File: src/rtl/bomx_pkg.sv
`timescale 1ns/1ps
package bomx_pkg;
    localparam int unsigned PRE_ONES = 8;

    typedef enum logic {
        TX_IDLE,
        TX_SEND
    } tx_state_e;

    typedef enum logic {
        RX_HUNT,
        RX_BYTE
    } rx_state_e;
endpackage

File: src/rtl/bomx_tx.sv
`timescale 1ns/1ps
module bomx_tx
    import bomx_pkg::*;
#(
    parameter int unsigned CODE_W = 6
) (
    input  logic              clk,
    input  logic              rst_n,
    input  logic              en,
    input  logic              bit_stb,
    input  logic [CODE_W-1:0] code,
    output logic              tx_bit,
    output logic              tx_active
);
    localparam int unsigned FRAME_LEN = PRE_ONES + CODE_W + 2;
    localparam int unsigned CNT_W     = $clog2(FRAME_LEN);
    localparam logic [CNT_W-1:0] LAST_POS = CNT_W'(FRAME_LEN - 1);

    tx_state_e         st, st_nx;
    logic [CNT_W-1:0]  pos;
    logic [CODE_W-1:0] shadow;

    // next state
    always_comb begin
        st_nx = st;
        unique case (st)
            TX_IDLE: if (en)  st_nx = TX_SEND;
            TX_SEND: if (!en) st_nx = TX_IDLE;
            default:          st_nx = TX_IDLE;
        endcase
    end

    always_ff @(posedge clk or negedge rst_n) begin
        if (!rst_n) st <= TX_IDLE;
        else        st <= st_nx;
    end

    // frame position and code capture at frame start
    always_ff @(posedge clk or negedge rst_n) begin
        if (!rst_n) begin
            pos    <= '0;
            shadow <= '0;
        end else if (st != TX_SEND || !en) begin
            pos    <= '0;
            shadow <= code;
        end else if (bit_stb) begin
            if (pos == LAST_POS) begin
                pos    <= '0;
                shadow <= code;
            end else begin
                pos <= pos + 1'b1;
            end
        end
    end

    // outputs
    always_comb begin
        tx_active = (st == TX_SEND);
        tx_bit    = 1'b1;
        if (st == TX_SEND) begin
            if (int'(pos) < int'(PRE_ONES))          tx_bit = 1'b1;
            else if (int'(pos) == int'(PRE_ONES))    tx_bit = 1'b0;
            else if (pos == LAST_POS)                tx_bit = 1'b0;
            else tx_bit = shadow[FRAME_LEN - 2 - int'(pos)];
        end
    end

    p_step_r1: assert property (@(posedge clk) disable iff (!rst_n)
        (st == TX_SEND && en && bit_stb && pos != LAST_POS) |=> pos == $past(pos) + 1'b1);
    p_hold_r1: assert property (@(posedge clk) disable iff (!rst_n)
        (st == TX_SEND && en && !bit_stb) |=> $stable(pos));
    p_wrap_r2: assert property (@(posedge clk) disable iff (!rst_n)
        (st == TX_SEND && en && !bit_stb && pos != '0) |=> $stable(shadow));
    p_restart_r3: assert property (@(posedge clk) disable iff (!rst_n)
        !en |=> pos == '0);
endmodule

File: src/rtl/bomx_rx_align.sv
`timescale 1ns/1ps
module bomx_rx_align
    import bomx_pkg::*;
#(
    parameter int unsigned BYTE_W = 8
) (
    input  logic              clk,
    input  logic              rst_n,
    input  logic              bit_stb,
    input  logic              rx_bit,
    output logic              byte_rdy,
    output logic [BYTE_W-1:0] byte_val
);
    localparam int unsigned OW = $clog2(PRE_ONES + 1);
    localparam int unsigned BW = $clog2(BYTE_W + 1);
    localparam logic [OW-1:0] FULL_RUN = OW'(PRE_ONES);
    localparam logic [BW-1:0] LAST_BIT = BW'(BYTE_W - 1);

    rx_state_e         st, st_nx;
    logic [OW-1:0]     ones;
    logic [BW-1:0]     bcnt;
    logic [BYTE_W-1:0] sr;

    // next state
    always_comb begin
        st_nx = st;
        unique case (st)
            RX_HUNT: if (bit_stb && !rx_bit && ones == FULL_RUN) st_nx = RX_BYTE;
            RX_BYTE: if (bit_stb && bcnt == LAST_BIT)            st_nx = RX_HUNT;
            default:                                             st_nx = RX_HUNT;
        endcase
    end

    always_ff @(posedge clk or negedge rst_n) begin
        if (!rst_n) st <= RX_HUNT;
        else        st <= st_nx;
    end

    // run counter, byte shifter, ready pulse
    always_ff @(posedge clk or negedge rst_n) begin
        if (!rst_n) begin
            ones     <= '0;
            bcnt     <= '0;
            sr       <= '0;
            byte_rdy <= 1'b0;
        end else begin
            byte_rdy <= 1'b0;
            unique case (st)
                RX_HUNT: if (bit_stb) begin
                    if (rx_bit) begin
                        if (ones != FULL_RUN) ones <= ones + 1'b1;
                    end else begin
                        if (ones == FULL_RUN) begin
                            sr   <= '0;
                            bcnt <= BW'(1);
                        end
                        ones <= '0;
                    end
                end
                RX_BYTE: if (bit_stb) begin
                    sr   <= {sr[BYTE_W-2:0], rx_bit};
                    bcnt <= bcnt + 1'b1;
                    ones <= '0;
                    if (bcnt == LAST_BIT) byte_rdy <= 1'b1;
                end
                default: ;
            endcase
        end
    end

    assign byte_val = sr;

    p_lead_zero_r4: assert property (@(posedge clk) disable iff (!rst_n)
        byte_rdy |-> !byte_val[BYTE_W-1]);
    p_from_byte_r4: assert property (@(posedge clk) disable iff (!rst_n)
        byte_rdy |-> $past(st) == RX_BYTE);
    p_rdy_pulse_r4: assert property (@(posedge clk) disable iff (!rst_n)
        byte_rdy |=> !byte_rdy);
endmodule

File: src/rtl/bomx_persist.sv
`timescale 1ns/1ps
module bomx_persist #(
    parameter int unsigned BYTE_W   = 8,
    parameter int unsigned HIST_LEN = 10,
    parameter int unsigned HIT_MIN  = 7
) (
    input  logic              clk,
    input  logic              rst_n,
    input  logic              byte_rdy,
    input  logic [BYTE_W-1:0] byte_val,
    input  logic              irq_clr,
    output logic [BYTE_W-1:0] rx_msg,
    output logic              msg_flag
);
    localparam int unsigned CW = $clog2(HIST_LEN + 1);

    logic [BYTE_W-1:0]   cand;
    logic [HIST_LEN-1:0] hist, hist_nx;
    logic [CW-1:0]       hits;
    logic                framed, same, accept, load;

    always_comb begin
        framed  = !byte_val[0] && !byte_val[BYTE_W-1];
        same    = (byte_val == cand);
        hist_nx = hist;
        if (byte_rdy) begin
            if (!framed)   hist_nx = {hist[HIST_LEN-2:0], 1'b0};
            else if (same) hist_nx = {hist[HIST_LEN-2:0], 1'b1};
            else           hist_nx = HIST_LEN'(1);
        end
        hits = '0;
        for (int i = 0; i < int'(HIST_LEN); i++) hits = hits + CW'(hist_nx[i]);
        accept = byte_rdy && framed && (int'(hits) >= int'(HIT_MIN));
        load   = accept && (byte_val != rx_msg);
    end

    always_ff @(posedge clk or negedge rst_n) begin
        if (!rst_n) begin
            cand     <= '1;
            hist     <= '0;
            rx_msg   <= '1;
            msg_flag <= 1'b0;
        end else begin
            hist <= hist_nx;
            if (byte_rdy && framed) cand <= byte_val;
            if (load) rx_msg <= byte_val;
            if (load)         msg_flag <= 1'b1;
            else if (irq_clr) msg_flag <= 1'b0;
        end
    end

    p_enough_hits_r6: assert property (@(posedge clk) disable iff (!rst_n)
        (rx_msg != $past(rx_msg)) |-> $countones(hist) >= HIT_MIN);
    p_framed_r5: assert property (@(posedge clk) disable iff (!rst_n)
        (rx_msg != $past(rx_msg)) |-> (!rx_msg[0] && !rx_msg[BYTE_W-1]));
    p_flag_new_r8: assert property (@(posedge clk) disable iff (!rst_n)
        $rose(msg_flag) |-> rx_msg != $past(rx_msg));
    p_clear_r9: assert property (@(posedge clk) disable iff (!rst_n)
        (irq_clr && !byte_rdy) |=> !msg_flag);
endmodule

File: src/rtl/bomx_link.sv
`timescale 1ns/1ps
module bomx_link #(
    parameter int unsigned CODE_W   = 6,
    parameter int unsigned HIST_LEN = 10,
    parameter int unsigned HIT_MIN  = 7
) (
    input  logic                clk,
    input  logic                rst_n,
    input  logic                en,
    input  logic                bit_stb,
    input  logic [CODE_W-1:0]   tx_code,
    output logic                tx_bit,
    output logic                tx_active,
    input  logic                rx_bit,
    output logic [CODE_W+1:0]   rx_msg,
    input  logic                irq_mask,
    input  logic                irq_clr,
    output logic                msg_flag,
    output logic                irq
);
    localparam int unsigned BYTE_W = CODE_W + 2;

    logic              byte_rdy;
    logic [BYTE_W-1:0] byte_val;

    bomx_tx #(.CODE_W(CODE_W)) u_tx (
        .clk       (clk),
        .rst_n     (rst_n),
        .en        (en),
        .bit_stb   (bit_stb),
        .code      (tx_code),
        .tx_bit    (tx_bit),
        .tx_active (tx_active)
    );

    bomx_rx_align #(.BYTE_W(BYTE_W)) u_align (
        .clk      (clk),
        .rst_n    (rst_n),
        .bit_stb  (bit_stb),
        .rx_bit   (rx_bit),
        .byte_rdy (byte_rdy),
        .byte_val (byte_val)
    );

    bomx_persist #(
        .BYTE_W   (BYTE_W),
        .HIST_LEN (HIST_LEN),
        .HIT_MIN  (HIT_MIN)
    ) u_persist (
        .clk      (clk),
        .rst_n    (rst_n),
        .byte_rdy (byte_rdy),
        .byte_val (byte_val),
        .irq_clr  (irq_clr),
        .rx_msg   (rx_msg),
        .msg_flag (msg_flag)
    );

    assign irq = msg_flag & irq_mask;

    p_mask_r10: assert property (@(posedge clk) disable iff (!rst_n)
        (irq_mask && $rose(msg_flag)) |-> irq);
endmodule

File: config.mk
export PLATFORM = sky130hd
export DESIGN_NAME = bomx_link
export DESIGN_NICKNAME = d
export VERILOG_FILES = /design/src/rtl/bomx_pkg.sv /design/src/rtl/bomx_tx.sv /design/src/rtl/bomx_rx_align.sv /design/src/rtl/bomx_persist.sv /design/src/rtl/bomx_link.sv
export SDC_FILE = /design/constraint.sdc
export NUM_CORES = 1
export LEC_CHECK = 0
export BUFFER_PORTS_ARGS = -buffer_cell sky130_fd_sc_hd__buf_2
export CORE_ASPECT_RATIO = 1.2
export CORE_MARGIN = 2
export CORE_UTILIZATION = 25
export CTS_CLUSTER_SIZE = 10
export DETAILED_ROUTE_END_ITERATION = 6
export GPL_TIMING_DRIVEN = 0
export RECOVER_POWER = 50
export SLEW_MARGIN = 20
export SYNTH_ARGS = -nofsm -noshare
export SYNTH_HDL_FRONTEND = slang
export SYNTH_SLANG_ARGS = --single-unit
File: constraint.sdc
create_clock -name clk -period 7.2 [get_ports clk]
set_input_delay 0.72 -clock clk [delete_from_list [all_inputs] [get_ports clk]]
set_output_delay 0.72 -clock clk [all_outputs]
set_load 0.1 [all_outputs]
After elaboration in Yosys (flattened, before gate mapping)

Cells that the tools add are included.
Widths: inputs -> output; s select.

Flip-flop bits (word level): 56
Input port bits: 13
Output and inout bits: 12
Logic and storage cells: 100

Add/subtract/negate cells: 13
Magnitude comparators: 3
Equal/unequal tests: 12
Mux-type cells: 39
Bitwise gates (word level): 3
Reductions and logical operators: 18

Operator list:

| operator            | number |
|---|---|
| $mux 4              | 11 |
| $add 4x1->4         | 8 |
| $lt 32x4->1 const B | 1 |
| $mux 8              | 4 |
| $mux 10             | 3 |
| $mux 6              | 3 |
| $pmux 4 s2          | 2 |
| $pmux 8 s2          | 1 |
| $mux 1              | 13 |
| $add 4x1->4 const B | 3 |
| $eq 4x4->1 const B  | 3 |
| $eq 8x8->1          | 1 |
| $ne 8x8->1          | 1 |
| $logic_and 1x1->1   | 7 |
| $ne 2x2->1 const B  | 3 |
| $reduce_bool 2->1   | 3 |
| $sub 4x4->5 const A | 1 |
| $eq 4x3->1 const B  | 1 |
| $ge 4x3->1 const B  | 1 |
| $logic_not 1->1     | 4 |
| $lt 4x4->1 const B  | 1 |
| $ne 4x4->1 const B  | 1 |
| $reduce_and 4->1    | 1 |
| $bmux 1 s3          | 1 |
| other kinds (9)     | 10 |

Longest topological paths before layout

Gate-level depths: netlist of the first run.

Word-level depth: 17
Gate-level depth with buffers: 16
Gate-level depth less buffers: 15

Modules after synthesis

Synthesis of the first run repeated with hierarchy kept, for this count alone.

Cells, all modules: 244
Area, all modules: 2,939.1 sq um

By module, submodules not included:

| module        | times used | cells an instance | area an instance (sq um) | sequential area each (sq um) |
|---|---|---|---|---|
| bomx_persist  | 1          | 133               | 1,521.5                  | 695.7 |
| bomx_rx_align | 1          | 67                | 840.8                    | 450.4 |
| bomx_tx       | 1          | 43                | 570.5                    | 275.3 |
| bomx_link     | 1          | 1                 | 6.3                      | 0.0 |

Worst setup path before layout of the first run

OpenSTA, ideal clock, no wires.

Path kind: reg2reg
Start: register u_persist.cand[2]
End: register u_persist.rx_msg[1]
Setup time: 0.082 ns
Arrival: 4.980 ns
Required time: 7.118 ns
Slack: 2.138 ns
Cell stages (with the launch flop): 17
Path buffers: 1
Cells stage by stage: dfstp_2 -> xor2_1 -> nor4_1 -> a21boi_2 -> buf_2 -> o22ai_1 -> ha_1 -> inv_1 -> fa_1 -> fa_1 -> fa_1 -> fa_1 -> fa_1 -> xor2_1 -> a21oi_1 -> a221oi_4 -> mux2_2

Longest elaborated chain between the ends: 16

RTL lines:

| element                        | RTL line           | RTL |
|---|---|---|
| start, declared                | bomx_persist.sv:17 | `logic [BYTE_W-1:0] cand;` |
| start signal, assigned         | bomx_persist.sv:45 | `if (byte_rdy && framed) cand <= byte_val;` |
| $eq 8x8->1                     | bomx_persist.sv:24 | `same = (byte_val == cand);` |
| $mux 10                        | bomx_persist.sv:28 | `else if (same) hist_nx = {hist[HIST_LEN-2:0], 1'b1};` |
| $mux 10                        | bomx_persist.sv:27 | `if (!framed) hist_nx = {hist[HIST_LEN-2:0], 1'b0};` |
| $mux 10                        | bomx_persist.sv:26 | `if (byte_rdy) begin` |
| named net u_persist.hist_nx[1] | bomx_persist.sv:18 | `logic [HIST_LEN-1:0] hist, hist_nx;` |
| $add 1x1->2                    | bomx_persist.sv:32 | `for (int i = 0; i < int'(HIST_LEN); i++) hits = hits + CW'(hist_nx[i]);` |
| $add 4x1->4 (8 in a row)       | bomx_persist.sv:32 |  |
| $ge 4x3->1                     | bomx_persist.sv:33 | `accept = byte_rdy && framed && (int'(hits) >= int'(HIT_MIN));` |
| $logic_and 1x1->1              | bomx_persist.sv:33 |  |
| $logic_and 1x1->1              | bomx_persist.sv:34 | `load = accept && (byte_val != rx_msg);` |
| end signal, assigned           | bomx_persist.sv:46 | `if (load) rx_msg <= byte_val;` |
| end, declared                  | bomx_persist.sv:12 | `output logic [BYTE_W-1:0] rx_msg,` |

The timed path passes the listed nets, and every way through them passes these cells.
A chain may end at the register's enable or synchronous reset.

Final worst setup path of the first run

Start: register u_align.sr[0] (netlist: u_align.byte_val[0])
End: register u_persist.rx_msg[1]

Longest elaborated chain between the ends: 16
Elaborated cells on any way between the ends: 20
Classes of those cells: add/sub: 9; order compare: 1; eq/ne: 2; mux: 3; reduce/logical: 5

RTL lines:

| element                                       | RTL line                               | RTL |
|---|---|---|
| start, declared                               | bomx_rx_align.sv:22                    | `logic [BYTE_W-1:0] sr;` |
| start signal, assigned                        | bomx_rx_align.sv:61                    | `sr <= {sr[BYTE_W-2:0], rx_bit};` |
| $eq 8x8->1 or $logic_not 1->1 (tied branches) | bomx_persist.sv:24, bomx_persist.sv:23 |  |
| $mux 10 or $logic_and 1x1->1 (tied branches)  | bomx_persist.sv:28, bomx_persist.sv:23 |  |
| $mux 10 *                                     | bomx_persist.sv:27                     |  |
| $mux 10 *                                     | bomx_persist.sv:26                     |  |
| named net u_persist.hist_nx[1]                | bomx_persist.sv:18                     |  |
| $add 1x1->2 *                                 | bomx_persist.sv:32                     |  |
| $add 4x1->4 * (8 in a row)                    | bomx_persist.sv:32                     |  |
| $ge 4x3->1 *                                  | bomx_persist.sv:33                     |  |
| $logic_and 1x1->1 *                           | bomx_persist.sv:33                     |  |
| $logic_and 1x1->1 *                           | bomx_persist.sv:34                     |  |

Mark *: on every way through the listed nets, which the timed path passes. The rest lies on a longest branch.

==> metrics.md, run 1 <==
| Metric | Value |
|---|---|
| Status | complete, but fails checks |
| Failing checks | capacitance limit, slew limit |
| CTS tree | yes |
| Register area share after synthesis | 0.4903 |
| Switching Fraction | 0.2825 |
| Clock Pin Slew Worst Setup and Hold Paths | 70 ps |
| Antenna violations before repair | 0 |
| Net count after synthesis | 298 |
| Skew-Pair Late Insertion Delay | 290 ps |
| Area occupied by multi-input gates | 1345 um2 |
| Worst slew pin tran | 2988 ps |
| Die Ht | 122.0 um |
| Pint | 0.5719 mW |
| Synth warn | 0 |
| Die area | 12480 um2 |
| Sequential share of power | 0.478 |
| Post-synth EDFFs | 0 |
| Min Tclk post-route | 5681 ps |
| CP delay by family, top | adder cells |
| Clock sinks | 56 |
| Share of cells above drive strength 1 | 0.2233 |
| Vias | 2019 |
| Root buf cell | clkbuf_16 |
| Drt pass-1 iters | 4 |
| Area of the mapped netlist | 2899 um2 |
| Slowest cell delay on critical path | 530 ps |
| Lkg Pwr | 1.560 nW |
| Hold buffers post-CTS | 0 |
| Slowest CP cell | fa_1 |
| PortBufs | 23 |
| Final Hold Violating Endpoints | 0 |
| Number of global-route vias before repair | 2048 |
| CTS buffer count | 5 |
| DR WL/cell | 12.19 um |
| CP endpoint kind | flip-flop |
| Final antenna-violating net count | 0 |
| Routed vias/inst | 4.418 |
| Most common cell after layout, fill and taps aside | nand2_1 |
| DRT iter0 DRCs | 56 |
| Final TNS setup | 0 ps |
| VDD IR-drop max | 0.09819 mV |
| Seq cells post-synth | 56 |
| Die X | 102.3 um |
| Crit path cell chain | xor2_1 -> nor4_1 -> a21boi_2 -> buf_2 -> o22ai_1 -> ha_1 -> inv_1 -> fa_1 -> fa_1 -> fa_1 -> fa_1 -> fa_1 -> xor2_1 -> a21oi_1 -> a221oi_4 -> mux2_2 |
| Routability cong. | 0.7726 |
| Global-route wire length before repair | 9370 um |
| Setup CP Type | flip-flop to flip-flop |
| Logic pwr share | 0.176 |
| Max-slew violation count | 57 |
| RSZ-0062 raised after global routing | no |
| Core area | 11460 um2 |
| Power density over the cells | 236.4 nW/um2 |
| Starting Density | 0.2530 |
| Inserted Diodes | 0 |
| Min-delay worst type | flip-flop to flip-flop |
| Final number of setup-violating endpoints | 0 |
| Worst Path Buf+Inv | 2 |
| Clk pwr share | 0.347 |
| Dpl ws | 1461 ps |
| Final worst slack | 1519 ps |
| I/O Pins | 25 |
| Post-synth top flop | dfrtp_1 |
| Crit path DAT | 5900 ps |
| Cell variety after synth | 41 |
| Register area | 1421 um2 |
| # fillers | 1164 |
| Final nets | 328 |
| Residual DRC count | 0 |
| Total congestion overflow | 0 |
| Worst EP required | 7420 ps |
| HPWL Detailed | 3994 um |
| Longest Clk Path Bufs | 2 |
| Maxcap violations | 1 |
| Worst Skew | 6.053 ps |
| Commonest cells after routing, fill and taps aside | nand2_1, dfrtp_1, inv_1 |
| GRT Resource Usage Total | 0.09449 |
| Cells after Synth | 269 |
| Largest net degree at the start of global routing | 57 |
| Critical Path Most Common Cell | fa_1 |
| Row count | 43 |
| Tcrit/Tclk final | 0.7890 |
| Ys async rst share | 1.000 |
| Mean Syn Cell Area | 10.78 um2 |
| Achievable frequency | 176.0 MHz |
| Net Sw Power | 0.2252 mW |
| Critical Path Start Type | flip-flop |
| Area delta synth->final | 16.31% |
| Critical path peak fanout | 10 |
| # Post-CTS Setup Buffers | 0 |
| Post-CTS resize count | 0 |
| Relative slew slack | -0.9919 |
| H-tree levels | 2 |
| Final WL | 5572 um |
-- cell usage after synthesis, types with 2 or more instances --
master	n	area [um2]
o22a_1	8	70.07
o21ai_0	8	40.04
nor2_1	8	30.03
nand3_1	6	30.03
dfstp_2	16	420.4
nor3_1	3	15.01
a22o_1	7	61.31
xor2_1	18	157.7
a21oi_1	3	15.01
nand2_1	43	161.4
nor2b_1	2	12.51
nor4_1	4	25.02
a22o_2	2	20.02
mux2i_1	3	30.03
o22ai_1	9	56.30
dfrtp_1	40	1001
mux2_2	13	146.4
fa_1	6	120.1
and3_1	2	12.51
nand2b_1	2	12.51
and2_1	5	31.28
inv_1	23	86.33
clkbuf_1	10	37.54
ha_1	10	125.1
and2b_2	2	17.52
-- worst paths after layout --
check | startpoint | endpoint | slack, ps | depth (start not counted)
setup / recovery | u_align.byte_val[0] | u_persist.rx_msg[1] | 1520 | 16
hold / removal | u_persist.cand[5] | u_persist.cand[5] | 470 | 2
setup reg to reg | u_align.byte_val[0] | u_persist.rx_msg[1] | 1520 | 16
hold reg to reg | u_persist.cand[5] | u_persist.cand[5] | 470 | 2
max in group asynchronous | rst_n | u_tx.shadow[3] | 4120 | 1
min in group asynchronous | rst_n | u_align.byte_val[1] | 1400 | 1
-- stage by stage --
| step | instances | power, mW | util | hold WS, ps | instance area (um2) |
|---|---|---|---|---|---|
| 3_5_place_dp | 449 | 0.5300 | 0.2804 | 454.7 | 3213 |
| 6_report | 457 | 0.7971 | 0.2942 | 465.1 | 3372 |
| 4_1_cts | 457 | 0.8084 | 0.2947 | 466.3 | 3377 |
| 5_1_grt | 457 | 0.8387 | 0.2942 | 488.3 | 3372 |
| 3_3_place_gp | 449 | 0.5234 | 0.2802 | 452.4 | 3211 |
| 2_1_floorplan | 269 | 0.4856 | - | 424.4 | 2899 |
-- tightest hold or removal path, cell delays in order, from the launching register on --
cell	delay [ps]
dfstp_2	370
nand2_1	50
nand2_1	40
-- final cells by class --
class,instances,area share
clock inverter,2,0.01039
multi-input combinational,178,0.3989
inverter,23,0.02560
timing repair buffer,23,0.03340
sequential,56,0.4215
tap,157,0.05826
buffer,12,0.01373
clock buffer,6,0.03822
-- metal layers --
layer  up-vias  GRT usage  routed length (um)
met5         -          0                   0
li1        978          -                   -
met1      1003     0.1071                2409
met4         0    0.04917                 165
met3        12    0.02180                 190
met2        26     0.1637                2807
-- flip-flops by register name, summed over array words and instances, names as in the netlist --
signal and count:
u_align.bcnt 4, u_align.byte_rdy 1, u_align.byte_val 8, u_align.ones 4, u_align.st 1, u_persist.cand 8
u_persist.hist 10, u_persist.msg_flag 1, u_persist.rx_msg 8, u_tx.pos 4, u_tx.shadow 6, u_tx.tx_active 1
-- power groups by stage --
stage,registers [mW],logic [mW],clock network (mW)
final,0.381,0.140,0.276
after global routing,0.386,0.160,0.292
after CTS,0.381,0.144,0.283
after detailed placement,0.387,0.143,0
after global placement,0.385,0.138,0
after floorplan,0.379,0.107,0
-- cell families after synthesis --
kind of cell               after synthesis  share of synthesized area
AOI/OAI and AO/OA                       47                     0.1273
xor gates and xnor gates                18                    0.05438
adders and majority gates               16                    0.08459
buffers and inverters                   35                    0.04575
DFF                                     56                     0.4903
muxes                                   17                    0.06862
and+or+nand+nor                         80                     0.1290
No activity file was read; power rests on OpenSTA's default activity.
==> run 2: changes to the inputs <==
Clock period 7.2 ns to 5.05 ns, I/O delays scaled along.
==> run 2 against run 1 <==
The flow still finishes with violations (capacitance limit, slew limit); fmax up 18%; sequential power up 42%; worst setup slack worse by 1300 ps; sequential cell count unchanged; sequential share of layout area down 1.7 points; critical path type unchanged; critical path depth down 1; clock skew down 1.1 ps; non-clock buffer count up 6; first-iteration DRC count up 100%; register-to-register slack worse by 1300 ps; combinational power up 67%.
==> metrics.md, run 2 (synthesized netlist as in run 1, its figures left out) <==
| Metric | Value |
|---|---|
| H-tree levels | 2 (unchanged) |
| Vias | 2077 (+2.9%) |
| VDD IR-drop max | 0.1483 mV (+51%) |
| Die Ht | 122.0 um (unchanged) |
| GRT Resource Usage Total | 0.1001 (+0.005595) |
| Switching Fraction | 0.2616 (-0.02097) |
| Sequential share of power | 0.427 (-0.051) |
| HPWL Detailed | 3924 um (-1.8%) |
| Skew-Pair Late Insertion Delay | 290 ps (about the same) |
| Clk pwr share | 0.389 (+0.042) |
| Longest Clk Path Bufs | 2 (unchanged) |
| Final antenna-violating net count | 0 (unchanged) |
| I/O Pins | 25 (unchanged) |
| Worst slew pin tran | 3039 ps (+51.55 ps) |
| Final nets | 334 (+1.8%) |
| Achievable frequency | 207.0 MHz (+18%) |
| CTS buffer count | 5 (unchanged) |
| Crit path DAT | 5050 ps (-850 ps) |
| Hold buffers post-CTS | 0 (unchanged) |
| Area occupied by multi-input gates | 1390 um2 (+3.3%) |
| Biggest register | u_persist.hist |
| Status | complete, but fails checks |
| Die area | 12480 um2 (unchanged) |
| Register area | 1428 um2 (+0.44%) |
| Maxcap violations | 1 (unchanged) |
| Total congestion overflow | 0 (unchanged) |
| DRT iter0 DRCs | 112 (+100%) |
| Core area | 11460 um2 (unchanged) |
| Largest net degree at the start of global routing | 57 (unchanged) |
| Logic pwr share | 0.184 (+0.008) |
| Routed vias/inst | 4.486 (+1.5%) |
| Global-route wire length before repair | 9970 um (+6.4%) |
| Finished Cell Area | 3533 um2 (+4.8%) |
| Launch point of the worst reg-to-reg path | u_persist.cand[1] |
| Max reg flops | 10 (unchanged) |
| Clock Pin Slew Worst Setup and Hold Paths | 70 ps (about the same) |
| Starting Density | 0.2530 (unchanged) |
| Dpl ws | -501.6 ps (-1963 ps) |
| Residual DRC count | 0 (unchanged) |
| Inserted Diodes | 0 (unchanged) |
| CTS tree | yes |
| RSZ-0062 raised after global routing | no |
| Lkg Pwr | 1.629 nW (+4.4%) |
| Worst EP required | 5270 ps (-2150 ps) |
| Tcrit/Tclk final | 0.9565 (+0.1675) |
| Min Tclk post-route | 4830 ps (-850.2 ps) |
| Net Sw Power | 0.3324 mW (+48%) |
| Cell Area, Placed | 3218 um2 (+0.16%) |
| Min-delay src | en |
| Setup CP Type | flip-flop to flip-flop |
| Final TNS setup | 0 ps (unchanged) |
| Final number of setup-violating endpoints | 0 (unchanged) |
| Final WL | 5812 um (+4.3%) |
| DR WL/cell | 12.55 um (+3.0%) |
| Die X | 102.3 um (unchanged) |
| Critical path peak fanout | 7 (-3) |
| Antenna violations before repair | 0 (unchanged) |
| RR Endpoint | u_persist.rx_msg[5] |
| Root buf cell | clkbuf_16 |
| Hold depth | 1 (-1) |
| Area delta synth->final | 21.88% |
| Routability cong. | 0.7529 (-2.5%) |
| Max-slew violation count | 57 (unchanged) |
| Critical Path Start Type | flip-flop |
| Clock sinks | 56 (unchanged) |
| Number of global-route vias before repair | 2111 (+3.1%) |
| FF-to-FF setup slack | 220 ps (-1300 ps) |
| PortBufs | 23 (unchanged) |
| CP endpoint kind | flip-flop |
| Most common cell after layout, fill and taps aside | nand2_1 |
| Relative slew slack | -1.026 (-0.03437) |
| Hold Path Sink | u_tx.tx_active |
| Min-delay worst type | input port to flip-flop |
| Final worst slack | 219.7 ps (-1300 ps) |
| Worst Skew | 4.908 ps (-1.144 ps) |
| Reg2reg path depth | 15 (-1) |
| Final core occ | 0.3083 (+0.01409) |
| Row count | 43 (unchanged) |
| Share of cells above drive strength 1 | 0.2974 (+0.07405) |
| Pint | 0.9385 mW (+64%) |
| # fillers | 1182 (+1.5%) |
| Final Hold Violating Endpoints | 0 (unchanged) |
| Commonest cells after routing, fill and taps aside | nand2_1, dfrtp_1, inv_1, buf_2, xor2_1 |
| Power density over the cells | 359.7 nW/um2 (+52%) |
| Drt pass-1 iters | 4 (unchanged) |
| Failing checks | capacitance limit, slew limit |
-- run 2: worst max path at each step --
stage / from / end / slack (ps) / cells past startpoint
final: u_persist.cand[1] / u_persist.rx_msg[5] / 220 / 15
after detailed placement: u_align.byte_val[3] / u_persist.rx_msg[2] / -500 / 16
after global placement: u_align.byte_val[3] / u_persist.rx_msg[4] / -430 / 16
after floorplan: u_persist.cand[5] / u_persist.rx_msg[1] / 20 / 16
after global routing: u_align.byte_val[0] / u_persist.rx_msg[5] / 8 / 15
after CTS: u_align.byte_val[5] / u_persist.rx_msg[2] / 30 / 17
-- run 2: timing repair --
action	in CTS	in global routing
endpoints found under the setup margin	9	9
resized for setup	12	9
hold endpoints to repair	0	0
buffers inserted	5	3
pin swaps	3	13
-- run 2: critical path, stage by stage (launching register included) --
cell,delay (ps)
dfstp_2,560
xor2_2,80
nor4_2,310
a21boi_2,150
buf_4,190
o22a_1,190
fa_1,550
fa_1,430
fa_1,490
fa_2,380
fa_2,420
nor2_2,130
a21oi_2,80
a221oi_4,290
buf_6,170
mux2_2,330
-- run 2: layout make-up --
type                            count  area share
Inverter                           23     0.02443
Clock inverter                      3     0.02550
Sequential cell                    56      0.4040
Buffer                             11     0.01275
Multi-Input combinational cell    178      0.3934
Tap cell                          157     0.05559
Clock buffer                        5     0.03541
Timing Repair Buffer               30     0.04887
-- run 2: stage by stage --
stage | hold slack [ps] | power, mW | instances
after detailed placement | 453.8 | 0.7572 | 449
after global placement | 452.3 | 0.7495 | 449
after CTS | 302.3 | 1.283 | 462
after global routing | 344.3 | 1.335 | 463
final | 349.0 | 1.271 | 463
after floorplan | 209.4 | 0.6956 | 269
-- run 2: power by group through the flow --
stage                     Clock [mW]  Combinational [mW]  Sequential, mW
after floorplan                    0               0.156           0.540
after global placement             0               0.200           0.549
after detailed placement           0               0.206           0.551
after CTS                      0.503               0.237           0.542
after global routing           0.522               0.264           0.550
final                          0.495               0.234           0.542
-- run 2: layer usage --
layer,global-route usage,routed length [um],share of wire,up-vias
li1,-,-,-,988
met1,0.1251,2558,0.44,1059
met2,0.1723,2996,0.52,25
met3,0.02295,186,0.032,5
met4,0.02750,70,0.012,0
met5,0,0,0,-
==> run 3: changes to the inputs <==
Settings changed: CORE_MARGIN 2 to default, CORE_UTILIZATION 25 to 53, PLACE_DENSITY from default to 0.75.
==> run 3 against run 2 <==
The flow still finishes with violations (capacitance limit, slew limit); die area down 54%; non-clock buffer count up 10; clock-buffer cell count up 2; clock skew up 11 ps; cell area down 4.4%.
==> metrics.md, run 3 (synthesized netlist as in run 1, its figures left out) <==
| Metric | Value |
|---|---|
| Root buf cell | clkbuf_8 |
| Critical Path Start Type | flip-flop |
| CP endpoint kind | flip-flop |
| Antenna violations before repair | 0 (unchanged) |
| Power density over the cells | 315.4 nW/um2 (-12%) |
| Starting Density | 0.5510 (+0.2980) |
| Worst hold margin | 311.1 ps (-37.90 ps) |
| Critical path peak fanout | 5 (-2) |
| Commonest cells after routing, fill and taps aside | nand2_1, dfrtp_1, inv_1, buf_2, xor2_1 |
| Maxcap violations | 1 (unchanged) |
| Final WL | 5804 um (-0.14%) |
| Clock Pin Slew Worst Setup and Hold Paths | 90 ps (+20 ps) |
| Drt pass-1 iters | 5 (+1) |
| Global-route wire length before repair | 9908 um (-0.62%) |
| DR WL/cell | 15.35 um (+22%) |
| Clock sinks | 56 (unchanged) |
| Min Tclk post-route | 4946 ps (+115.5 ps) |
| Final antenna-violating net count | 0 (unchanged) |
| VDD IR-drop max | 0.2117 mV (+43%) |
| Tcrit/Tclk final | 0.9794 (+0.02287) |
| Achievable frequency | 202.2 MHz (-2.3%) |
| Vias | 2086 (+0.43%) |
| Worst Skew | 15.72 ps (+10.81 ps) |
| CTS buffer count | 5 (unchanged) |
| Max-slew violation count | 57 (unchanged) |
| Status | complete, but fails checks |
| Setup CP Type | flip-flop to flip-flop |
| Core area | 5261 um2 (-54%) |
| I/O Pins | 25 (unchanged) |
| Total congestion overflow | 0 (unchanged) |
| GRT Resource Usage Total | 0.2179 (+0.1179) |
| Share of cells above drive strength 1 | 0.3133 (+0.01591) |
| H-tree levels | 2 (unchanged) |
| Die Ht | 83.02 um (-32%) |
| Worst EP required | 5290 ps (+20 ps) |
| Longest Clk Path Bufs | 2 (unchanged) |
| Final number of setup-violating endpoints | 0 (unchanged) |
| Routed vias/inst | 5.519 (+23%) |
| Reg2reg path depth | 17 (+2) |
| Area delta synth->final | 16.57% |
| Die X | 69.52 um (-32%) |
| HPWL Detailed | 3822 um (-2.6%) |
| Largest net degree at the start of global routing | 57 (unchanged) |
| Row count | 29 (-33%) |
| Skew-Pair Late Insertion Delay | 310 ps (+20 ps) |
| Residual DRC count | 0 (unchanged) |
| Worst slew pin tran | 2943 ps (-96.88 ps) |
| Fin cells | 378 (-18%) |
| DRT iter0 DRCs | 130 (+16%) |
| CTS tree | yes |
| Final Hold Violating Endpoints | 0 (unchanged) |
| Failing checks | capacitance limit, slew limit |
| Number of global-route vias before repair | 2125 (+0.66%) |
| Power, Total | 1.066 mW (-16%) |
| PortBufs | 23 (unchanged) |
| Most common cell after layout, fill and taps aside | nand2_1 |
| Hold buffers post-CTS | 0 (unchanged) |
| Min-delay worst type | input port to flip-flop |
| Inserted Diodes | 0 (unchanged) |
| Die area | 5771 um2 (-54%) |
| Final nets | 344 (+3.0%) |
| # fillers | 391 (-67%) |
| Placed insts | 354 (-21%) |
| Hold depth | 1 (unchanged) |
| Crit path DAT | 5190 ps (+140 ps) |
| Lkg Pwr | 1.624 nW (-0.28%) |
| Biggest register | u_persist.hist |
| Min-delay src | en |
| Launch point of the worst reg-to-reg path | u_persist.cand[5] |
| Routability cong. | 0.7645 (+1.5%) |
| Crit. Startpoint | u_persist.cand[5] |
| Relative slew slack | -0.9617 (+0.06458) |
| Final core occ | 0.6423 (+0.3340) |
| Max reg flops | 10 (unchanged) |
-- run 3: cell types whose count changed in the layout (fill, tap and decap cells not counted), sizes merged --
cell / delta
buf: +11
bufinv: -3
clkbuf: +1
clkinvlp: +1
-- run 3: final timing paths --
check,end,slack (ps)
setup / recovery,u_persist.rx_msg[4],100
hold / removal,u_tx.tx_active,310
setup reg to reg,u_persist.rx_msg[4],100
hold reg to reg,u_persist.cand[4],470
max in group asynchronous,u_align.byte_val[6],2030
min in group asynchronous,u_align.bcnt[0],1140
-- run 3: layout make-up --
| cell class | instances | area [um2] | share of cell area |
|---|---|---|---|
| buffer | 12 | 55.05 | 0.01629 |
| clock buffer | 7 | 86.33 | 0.02555 |
| clock inverter | 1 | 7.507 | 0.002221 |
| inverter | 23 | 86.33 | 0.02555 |
| multi-input combinational | 178 | 1398 | 0.4136 |
| sequential | 56 | 1428 | 0.4224 |
| tap | 62 | 77.57 | 0.02295 |
| timing repair buffer | 39 | 241.5 | 0.07146 |
-- run 3: report_power, final --
group / internal (mW) / switching (mW) / total, mW
clock network: 0.112 / 0.142 / 0.253
registers: 0.495 / 0.0433 / 0.539
logic: 0.135 / 0.138 / 0.274
total: 0.742 / 0.323 / 1.07
-- run 3: worst max-delay path: stages (launching register included) --
cell and delay (ps):
dfstp_2 550, xor2_1 80, nor4_2 360, a21boi_2 120, buf_6 150, o22ai_4 110
ha_1 250, inv_1 80, fa_1 430, fa_1 510, fa_1 430, fa_2 370
fa_2 420, nor2_2 140, a21oi_2 90, a221oi_4 300, buf_6 170, mux2_2 330
-- run 3: layer usage --
layer,vias to the layer above,GRT usage,part of all wire
li1,1006,-,-
met2,47,0.3725,0.53
met3,7,0.04612,0.043
met5,-,0,0
met1,1026,0.2759,0.42
met4,0,0.06865,0.010
-- run 3: timing repair --
item                                    CTS  global route
gates cloned                              0             0
buffers inserted                          7             9
endpoints found under the setup margin    9             9
gates resized for setup                  10            11
pin swaps                                 3            11
-- run 3: stage by stage --
step / setup WS [ps] / instance area, um2 / TNS [ps]
3_5_place_dp: -466.8 / 3099 / -3643
6_report: 104.2 / 3379 / 0
2_1_floorplan: 23.46 / 2904 / 0
3_3_place_gp: -404.7 / 3097 / -3142
4_1_cts: -8.653 / 3278 / -15.02
5_1_grt: -75.93 / 3379 / -459.7
